### src/rtl/mpu_guard_pkg.sv
package mpu_guard_pkg;

    localparam int NREG      = 8;
    localparam int IDX_W     = $clog2(NREG);
    localparam int DATA_W    = 32;
    localparam int ADDR_W    = 4;

    localparam logic [ADDR_W-1:0] OFS_CTL  = 4'h0;
    localparam logic [ADDR_W-1:0] OFS_SEL  = 4'h4;
    localparam logic [ADDR_W-1:0] OFS_BASE = 4'h8;
    localparam int                BASE_VALID_BIT = 4;

    typedef struct packed {
        logic fallback;   // bit 2
        logic hf_guard;   // bit 1
        logic enable;     // bit 0
    } ctl_t;

    localparam int CTL_W = $bits(ctl_t);

    typedef struct packed {
        logic [IDX_W-1:0] region;
        logic             background;
        logic             bypass;
        logic             fault;
    } verdict_t;

    function automatic logic [DATA_W-1:0] widen_ctl(input ctl_t c);
        logic [DATA_W-1:0] w;
        w = '0;
        w[CTL_W-1:0] = c;
        return w;
    endfunction

    function automatic logic [DATA_W-1:0] widen_idx(input logic [IDX_W-1:0] v);
        logic [DATA_W-1:0] w;
        w = '0;
        w[IDX_W-1:0] = v;
        return w;
    endfunction

endpackage

### src/rtl/mpu_guard_regs.sv
module mpu_guard_regs
    import mpu_guard_pkg::*;
(
    input  logic              clk,
    input  logic              rst,
    input  logic              bus_valid,
    input  logic              bus_write,
    input  logic              bus_priv,
    input  logic [ADDR_W-1:0] bus_addr,
    input  logic [DATA_W-1:0] bus_wdata,
    output logic [DATA_W-1:0] bus_rdata,
    output logic              bus_err,
    output ctl_t              ctl_o,
    output logic [IDX_W-1:0]  sel_o
);

    ctl_t             ctl_q;
    logic [IDX_W-1:0] sel_q;
    logic [DATA_W-1:0] rd_mux;

    always_comb begin
        unique case (bus_addr)
            OFS_CTL: rd_mux = widen_ctl(ctl_q);
            OFS_SEL: rd_mux = widen_idx(sel_q);
            default: rd_mux = '0;
        endcase
    end

    always_ff @(posedge clk) begin
        if (rst) begin
            ctl_q     <= '0;
            sel_q     <= '0;
            bus_rdata <= '0;
            bus_err   <= 1'b0;
        end else begin
            bus_rdata <= '0;
            bus_err   <= 1'b0;
            if (bus_valid) begin
                if (!bus_priv) begin
                    bus_err <= 1'b1;
                end else if (bus_write) begin
                    if (bus_addr == OFS_CTL)
                        ctl_q <= ctl_t'(bus_wdata[CTL_W-1:0]);
                    else if (bus_addr == OFS_SEL)
                        sel_q <= bus_wdata[IDX_W-1:0];
                    else if (bus_addr == OFS_BASE && bus_wdata[BASE_VALID_BIT])
                        sel_q <= bus_wdata[IDX_W-1:0];
                end else begin
                    bus_rdata <= rd_mux;
                end
            end
        end
    end

    assign ctl_o = ctl_q;
    assign sel_o = sel_q;

endmodule

### src/rtl/mpu_region_pick.sv
module mpu_region_pick
    import mpu_guard_pkg::*;
#(
    parameter int N   = NREG,
    parameter int IW  = $clog2(N)
) (
    input  logic [N-1:0]  match,
    output logic          any,
    output logic [IW-1:0] winner
);

    logic [N-1:0] above;   // some higher-numbered region matches
    logic [N-1:0] win;

    genvar g;
    generate
        for (g = 0; g < N; g++) begin : g_slot
            if (g == N - 1) begin : g_top
                assign above[g] = 1'b0;
            end else begin : g_mid
                assign above[g] = above[g+1] | match[g+1];
            end
            assign win[g] = match[g] & ~above[g];
        end
    endgenerate

    always_comb begin
        winner = '0;
        for (int i = 0; i < N; i++) begin
            if (win[i]) winner = IW'(i);
        end
    end

    assign any = |match;

endmodule

### src/rtl/mpu_access_judge.sv
module mpu_access_judge
    import mpu_guard_pkg::*;
(
    input  ctl_t            ctl,
    input  logic [NREG-1:0] hit,
    input  logic [NREG-1:0] en,
    input  logic            priv,
    input  logic            fault_ctx,
    output verdict_t        verdict,
    output logic            unpredictable
);

    logic             active;
    logic             any;
    logic [IDX_W-1:0] winner;

    mpu_region_pick #(.N(NREG), .IW(IDX_W)) u_pick (
        .match  (hit & en),
        .any    (any),
        .winner (winner)
    );

    assign active        = ctl.enable & ~(fault_ctx & ~ctl.hf_guard);
    assign unpredictable = ctl.hf_guard & ~ctl.enable;

    always_comb begin
        verdict = '0;
        if (!active) begin
            verdict.bypass = 1'b1;
        end else if (any) begin
            verdict.region = winner;
        end else if (ctl.fallback && priv) begin
            verdict.background = 1'b1;
        end else begin
            verdict.fault = 1'b1;
        end
    end

endmodule

### src/rtl/mpu_guard_top.sv
module mpu_guard_top
    import mpu_guard_pkg::*;
(
    input  logic              clk,
    input  logic              rst,
    input  logic              bus_valid,
    input  logic              bus_write,
    input  logic              bus_priv,
    input  logic [ADDR_W-1:0] bus_addr,
    input  logic [DATA_W-1:0] bus_wdata,
    output logic [DATA_W-1:0] bus_rdata,
    output logic              bus_err,
    input  logic [NREG-1:0]   chk_hit,
    input  logic [NREG-1:0]   chk_en,
    input  logic              chk_priv,
    input  logic              chk_fault_ctx,
    output logic [IDX_W-1:0]  chk_region,
    output logic              chk_background,
    output logic              chk_bypass,
    output logic              chk_fault,
    output logic              cfg_unpredictable
);

    ctl_t             ctl_q;
    logic [IDX_W-1:0] sel_q;
    verdict_t         verdict;

    mpu_guard_regs u_regs (
        .clk       (clk),
        .rst       (rst),
        .bus_valid (bus_valid),
        .bus_write (bus_write),
        .bus_priv  (bus_priv),
        .bus_addr  (bus_addr),
        .bus_wdata (bus_wdata),
        .bus_rdata (bus_rdata),
        .bus_err   (bus_err),
        .ctl_o     (ctl_q),
        .sel_o     (sel_q)
    );

    mpu_access_judge u_judge (
        .ctl           (ctl_q),
        .hit           (chk_hit),
        .en            (chk_en),
        .priv          (chk_priv),
        .fault_ctx     (chk_fault_ctx),
        .verdict       (verdict),
        .unpredictable (cfg_unpredictable)
    );

    assign chk_region     = verdict.region;
    assign chk_background = verdict.background;
    assign chk_bypass     = verdict.bypass;
    assign chk_fault      = verdict.fault;

endmodule

### config.mk
export PLATFORM = sky130hd
export DESIGN_NAME = mpu_guard_top
export DESIGN_NICKNAME = d
export VERILOG_FILES = /design/src/rtl/mpu_guard_pkg.sv /design/src/rtl/mpu_guard_regs.sv /design/src/rtl/mpu_region_pick.sv /design/src/rtl/mpu_access_judge.sv /design/src/rtl/mpu_guard_top.sv
export SDC_FILE = /design/constraint.sdc
export NUM_CORES = 1
export LEC_CHECK = 0
export BUFFER_PORTS_ARGS = -buffer_cell sky130_fd_sc_hd__buf_4
export CORE_ASPECT_RATIO = 0.75
export CORE_MARGIN = 2
export CORE_UTILIZATION = 29
export DETAILED_ROUTE_END_ITERATION = 16
export PLACE_DENSITY = 0.87
export SYNTH_ARGS = -nofsm -noshare
export SYNTH_HDL_FRONTEND = slang
export SYNTH_SLANG_ARGS = --single-unit
### constraint.sdc
create_clock -name clk -period 1.35 [get_ports clk]
set_clock_uncertainty 0.05 [all_clocks]
set_input_delay 0.2025 -clock clk [delete_from_list [all_inputs] [get_ports clk]]
set_output_delay 0.2025 -clock clk [all_outputs]
set_load 0.005 [all_outputs]
# == Yosys cells after proc, flatten, opt, wreduce, memory -nomap -nowiden ==
# Cells that the tools add are included.
# Widths: inputs -> output; s select.
# word_totals
regBits,39
inputBits,59
output_inout_bits,40
word_cells,63
# op_classes
eq_ne,2
mux,19
n_bitwise,27
reduce_logical,9
# ops
op,n
$mux 3,7
$not 1->1,12
$and 1x1->1,9
$and 8x8->8,1
$mux 1,8
$reduce_or 8->1,1
$pmux 3 s2,1
$or 1x1->1,5
$reduce_and 5->1,1
$eq 4x3->1 const B,1
$eq 4x4->1 const B,1
$logic_not 4->1,1
$mux 2,2
$mux 4,1
$reduce_and 4->1,1
$reduce_or 4->1,1
$logic_and 1x1->1,2
$reduce_bool 2->1,1
$reduce_or 2->1,1

# == Longest topological paths before layout ==
# logic_depth
depth_word,17
depth_mapped,5

# == Modules after synthesis ==
# From an unflattened synthesis, not the netlist that was laid out.
# unflattened
hier_cells,101
hier_area_um2,859.6
# by_module_without_submodules
mod,n_inst,cells_per_inst,area_per_inst_um2
mpu_guard_regs,1,71,664.4
mpu_access_judge,1,18,137.6
mpu_region_pick,1,12,57.6

# == Least setup slack after synthesis ==
# No wires, ideal clock.
# synth_timing
path_type,input-to-reg
startpoint,input bus_addr[2]
endpoint,"register u_regs.sel_q[0], in the netlist u_regs.sel_o[0]"
setup_ps,124
arrival_ps,1106
required_time_ps,1176
slack_ps,69
stages,5
path_buffers,1
cell_sequence,buf_6 > nand3b_4 > a2111oi_4 > mux2i_1 > nor2_1
# synth_via
elab_chain_cells,4
word_cells_on_any_way,8
classes_between,eq/ne (2); mux (1); bitwise (1); reduce/logical (4)
# synth_lines
item,line,rtl
"start, declared",mpu_guard_top.sv:9,"input logic [ADDR_W-1:0] bus_addr,"
$eq 4x4->1,mpu_guard_regs.sv:46,else if (bus_addr == OFS_BASE && bus_wdata[BASE_VALID_BIT])
$logic_and 1x1->1,mpu_guard_regs.sv:46,
$reduce_bool 2->1 (no line),--,
$reduce_and 5->1 (no line),--,
"end signal, assigned",mpu_guard_regs.sv:45,sel_q <= bus_wdata[IDX_W-1:0];
"end signal, assigned",mpu_guard_regs.sv:47,sel_q <= bus_wdata[IDX_W-1:0];
"end, declared",mpu_guard_regs.sv:18,logic [IDX_W-1:0] sel_q;
# Several ways; a longest one is shown, not always the timed one.
# A chain may end at the register's enable or synchronous reset.

# == Worst setup path in the final report ==
# layout_timing
startpoint,input chk_en[0]
endpoint,output chk_fault
# layout_via
elab_chain_cells,4
# layout_lines
item,line,rtl
"start, declared",mpu_guard_top.sv:14,"input logic [NREG-1:0] chk_en,"
$and 8x8->8,mpu_access_judge.sv:18,".match (hit & en),"
$reduce_or 8->1,mpu_region_pick.sv:34,assign any = |match;
$mux 1,mpu_access_judge.sv:30,end else if (any) begin
$mux 1,mpu_access_judge.sv:28,if (!active) begin
"end, declared",mpu_guard_top.sv:20,"output logic chk_fault,"
# Every way passes these cells.

==> results.cfg <==
[cts]
clock_latency_ps = 250
htreeDepth = 1
clk_path_buf_depth = 2
root_buffer = clkbuf_4
cts_tree = done
clkSlewWorstSetupHoldPaths_ps = 70
cts_buffers = 3
cts_sinks = 10

[worst_setup_path]
arrival_ps = 1210
cp_top_family = simple AND/OR/NAND/NOR gates
worst-r2r-cell-count = 3
reg2reg_from = u_regs.ctl_o[1]
crit_cells = 6
endpoint_kind = output port
cp-start-kind = primary input
crit_fanout = 2
slowest_delay_ps = 290
cp_slowest_cell = nor4_4
reg2reg_setup_slack_ps = 540
path_buf_inv = 2
worstSetupPathType = in2out
path_cells = buf_6, a22o_4, nor4_4, nand2b_1, a21oi_2, buf_4
required_ps = 1100
r2r_end = u_regs.bus_rdata[1]

[run_status]
status = complete, but fails checks
violations = negative setup slack

[floorplanning]
start_util = 0.3062
die_h_um = 49.40
die_w_um = 64.54
fp.coreArea_um2 = 2603
die-area_um2 = 3188
io_pins = 99
floorplan.rows = 16

[placed_design]
dp.cells = 175
place_hpwl_um = 1496
portBuffers = 41
dpl_cell_area_um2 = 1079
routabilityCongestion = 0.7184

[final_layout]
layout-drive-gt1-share = 0.4589
finalNonFillerCells = 182
diodes = 0
fillCellCount = 257
ff_latch_area_um2 = 202.7
final_net_count = 207
design_area_um2 = 1210
syn_to_final_growth_pct = 51.81
multiInputGateArea_um2 = 515.5

[synth]
postSynthCellCount = 94
synth_area_per_cell_um2 = 8.479
synth_area_leader_cell = buf_4
seq_area_frac_synth = 0.2512
yosys.area.top_type_share = 0.2732
ys_types = 26
yosys_warnings = 0
ys_ff_latch = 10
synth_area_leaders = buf_4 (27%), dfxtp_1 (25%), mux2i_1 (11%)
synthesis.area_um2 = 797.0

[sta]
setup_slack_ps = -108.8
hold_viol = 0
max_freq_mhz = 685.5
holdWs_ps = 65.86
finalCritPeriodShare = 1.081
final_max_slew_viol_count = 0
rsz0062_at_grt = yes
fin_crit_ps = 1459
setup_viol = 3

[routing]
wirelength_um = 1977
vias = 734
first_pass_iters = 4
routedWlPerCell_um = 10.86
postRouteAntennaNets = 0
drt-initial-drc-count = 21
via_per_inst = 4.033
drcViolationCount = 0

[global_route]
grt_max_degree = 9
overflow = 0
grtUsageTotal = 0.1097
grt_first_pass_wirelength_um = 2787
antenna_found_initial = 0
first_global_vias = 663

[hold_path]
min_from = bus_priv
holdPathStages = 2
whs_endpoint = u_regs.bus_err
min_path_type = in2reg

[pwr]
power.total_w = 0.0006982
ir_drop_v = 0.0001983
powerDensity_nw_per_um2 = 577.1
p_leak_nw = 0.6099

[flow_run]
drv_cap = 0
==> kinds of logic (layout without fill, tap and decap cells) <==
kind of cell           after synthesis  after routing  share of synthesized area
multiplexers                         9              9                     0.1130
flip-flops                          10             10                     0.2512
AND/OR/NAND/NOR                     30             30                     0.1978
buffers and inverters               33             57                     0.3014
AO/OA/AOI/OAI                       11             11                     0.1319
other                                1             29                   0.004705
==> state kept, by name, indices dropped and copies added (netlist names) <==
signal and count:
u_regs.bus_rdata 3, u_regs.bus_err 1, u_regs.sel_o 3, u_regs.ctl_o 3
==> cells in the final DEF, fill, tap and decap left out, drive strengths merged <==
cell type   n
nor2       13
nor2b       1
or3b        1
nand3b      1
inv         1
nand3       2
clkbuf      3
nor4bb      1
a32oi       1
conb       29
buf        53
mux2i       9
nor3        1
a32o        1
nor4        1
a22o        4
a31oi       1
a211oi      1
nand2       6
nand2b      2
nor3b       1
a21oi       1
o21ai       1
dfxtp      10
a2111oi     1
==> layout make-up <==
cell class / count / area share
clock buffer: 3 / 0.01861
sequential: 10 / 0.1675
inverter: 1 / 0.003102
tap: 36 / 0.03723
timing repair buffer: 53 / 0.3475
multi-input combinational: 79 / 0.4261
==> layer usage <==
| layer | vias to the layer above | routed length (um) | part of all wire | global-route usage |
|---|---|---|---|---|
| li1 | 369 | - | - | - |
| met5 | - | 0 | 0 | 0 |
| met3 | 0 | 94 | 0.048 | 0.01155 |
| met1 | 335 | 799 | 0.40 | 0.1218 |
| met2 | 30 | 1082 | 0.55 | 0.2118 |
| met4 | 0 | 0 | 0 | 0.04255 |
==> through the flow <==
stage	setup slack, ps	setup TNS [ps]	util
6_report	-108.8	-292.1	0.4649
5_1_grt	-190.6	-494.5	0.4649
4_1_cts	-146.5	-332.3	0.4356
3_5_place_dp	-261.5	-1115	0.4144
3_3_place_gp	-239.5	-1082	0.4144
2_1_floorplan	69.33	0	-
==> cells in the mapped netlist <==
master	number
a31oi_1	1
clkbuf_1	2
nor3b_1	1
a211oi_1	1
buf_4	29
mux2i_1	9
buf_6	1
dfxtp_1	10
nor2b_1	1
nor3_1	1
nor4bb_1	1
nand2b_1	2
nor4_1	1
a21oi_1	1
a32oi_1	1
a22o_1	4
nand3_1	2
nand3b_4	1
nand2_1	6
or3b_1	1
o21ai_1	1
nor2_1	13
a2111oi_4	1
a32o_1	1
conb_1	1
inv_1	1
==> how the worst max path moves through the flow <==
stage                           start              end  slack, ps
after floorplan           bus_addr[2]  u_regs.sel_o[0]         70
after global placement     chk_hit[6]        chk_fault       -240
after detailed placement   chk_hit[6]        chk_fault       -260
after CTS                   chk_en[0]        chk_fault       -150
after global routing        chk_en[0]        chk_fault       -190
final                       chk_en[0]        chk_fault       -110
==> timing repair <==
action,4_1_cts,5_1_grt
buffers inserted,1,3
hold endpoints to repair,0,0
hold buffers,0,0
resized for setup,7,9
pin swaps,5,4
endpoints found under the setup margin,3,5
==> power by group <==
| part | internal, W | switching, W |
|---|---|---|
| clock | 0.000102 | 0.0000930 |
| combinational | 0.000116 | 0.0000891 |
| sequential | 0.000297 | 0.000000923 |
| total | 0.000515 | 0.000183 |
Note: power is estimated with default switching activity, not from simulation.
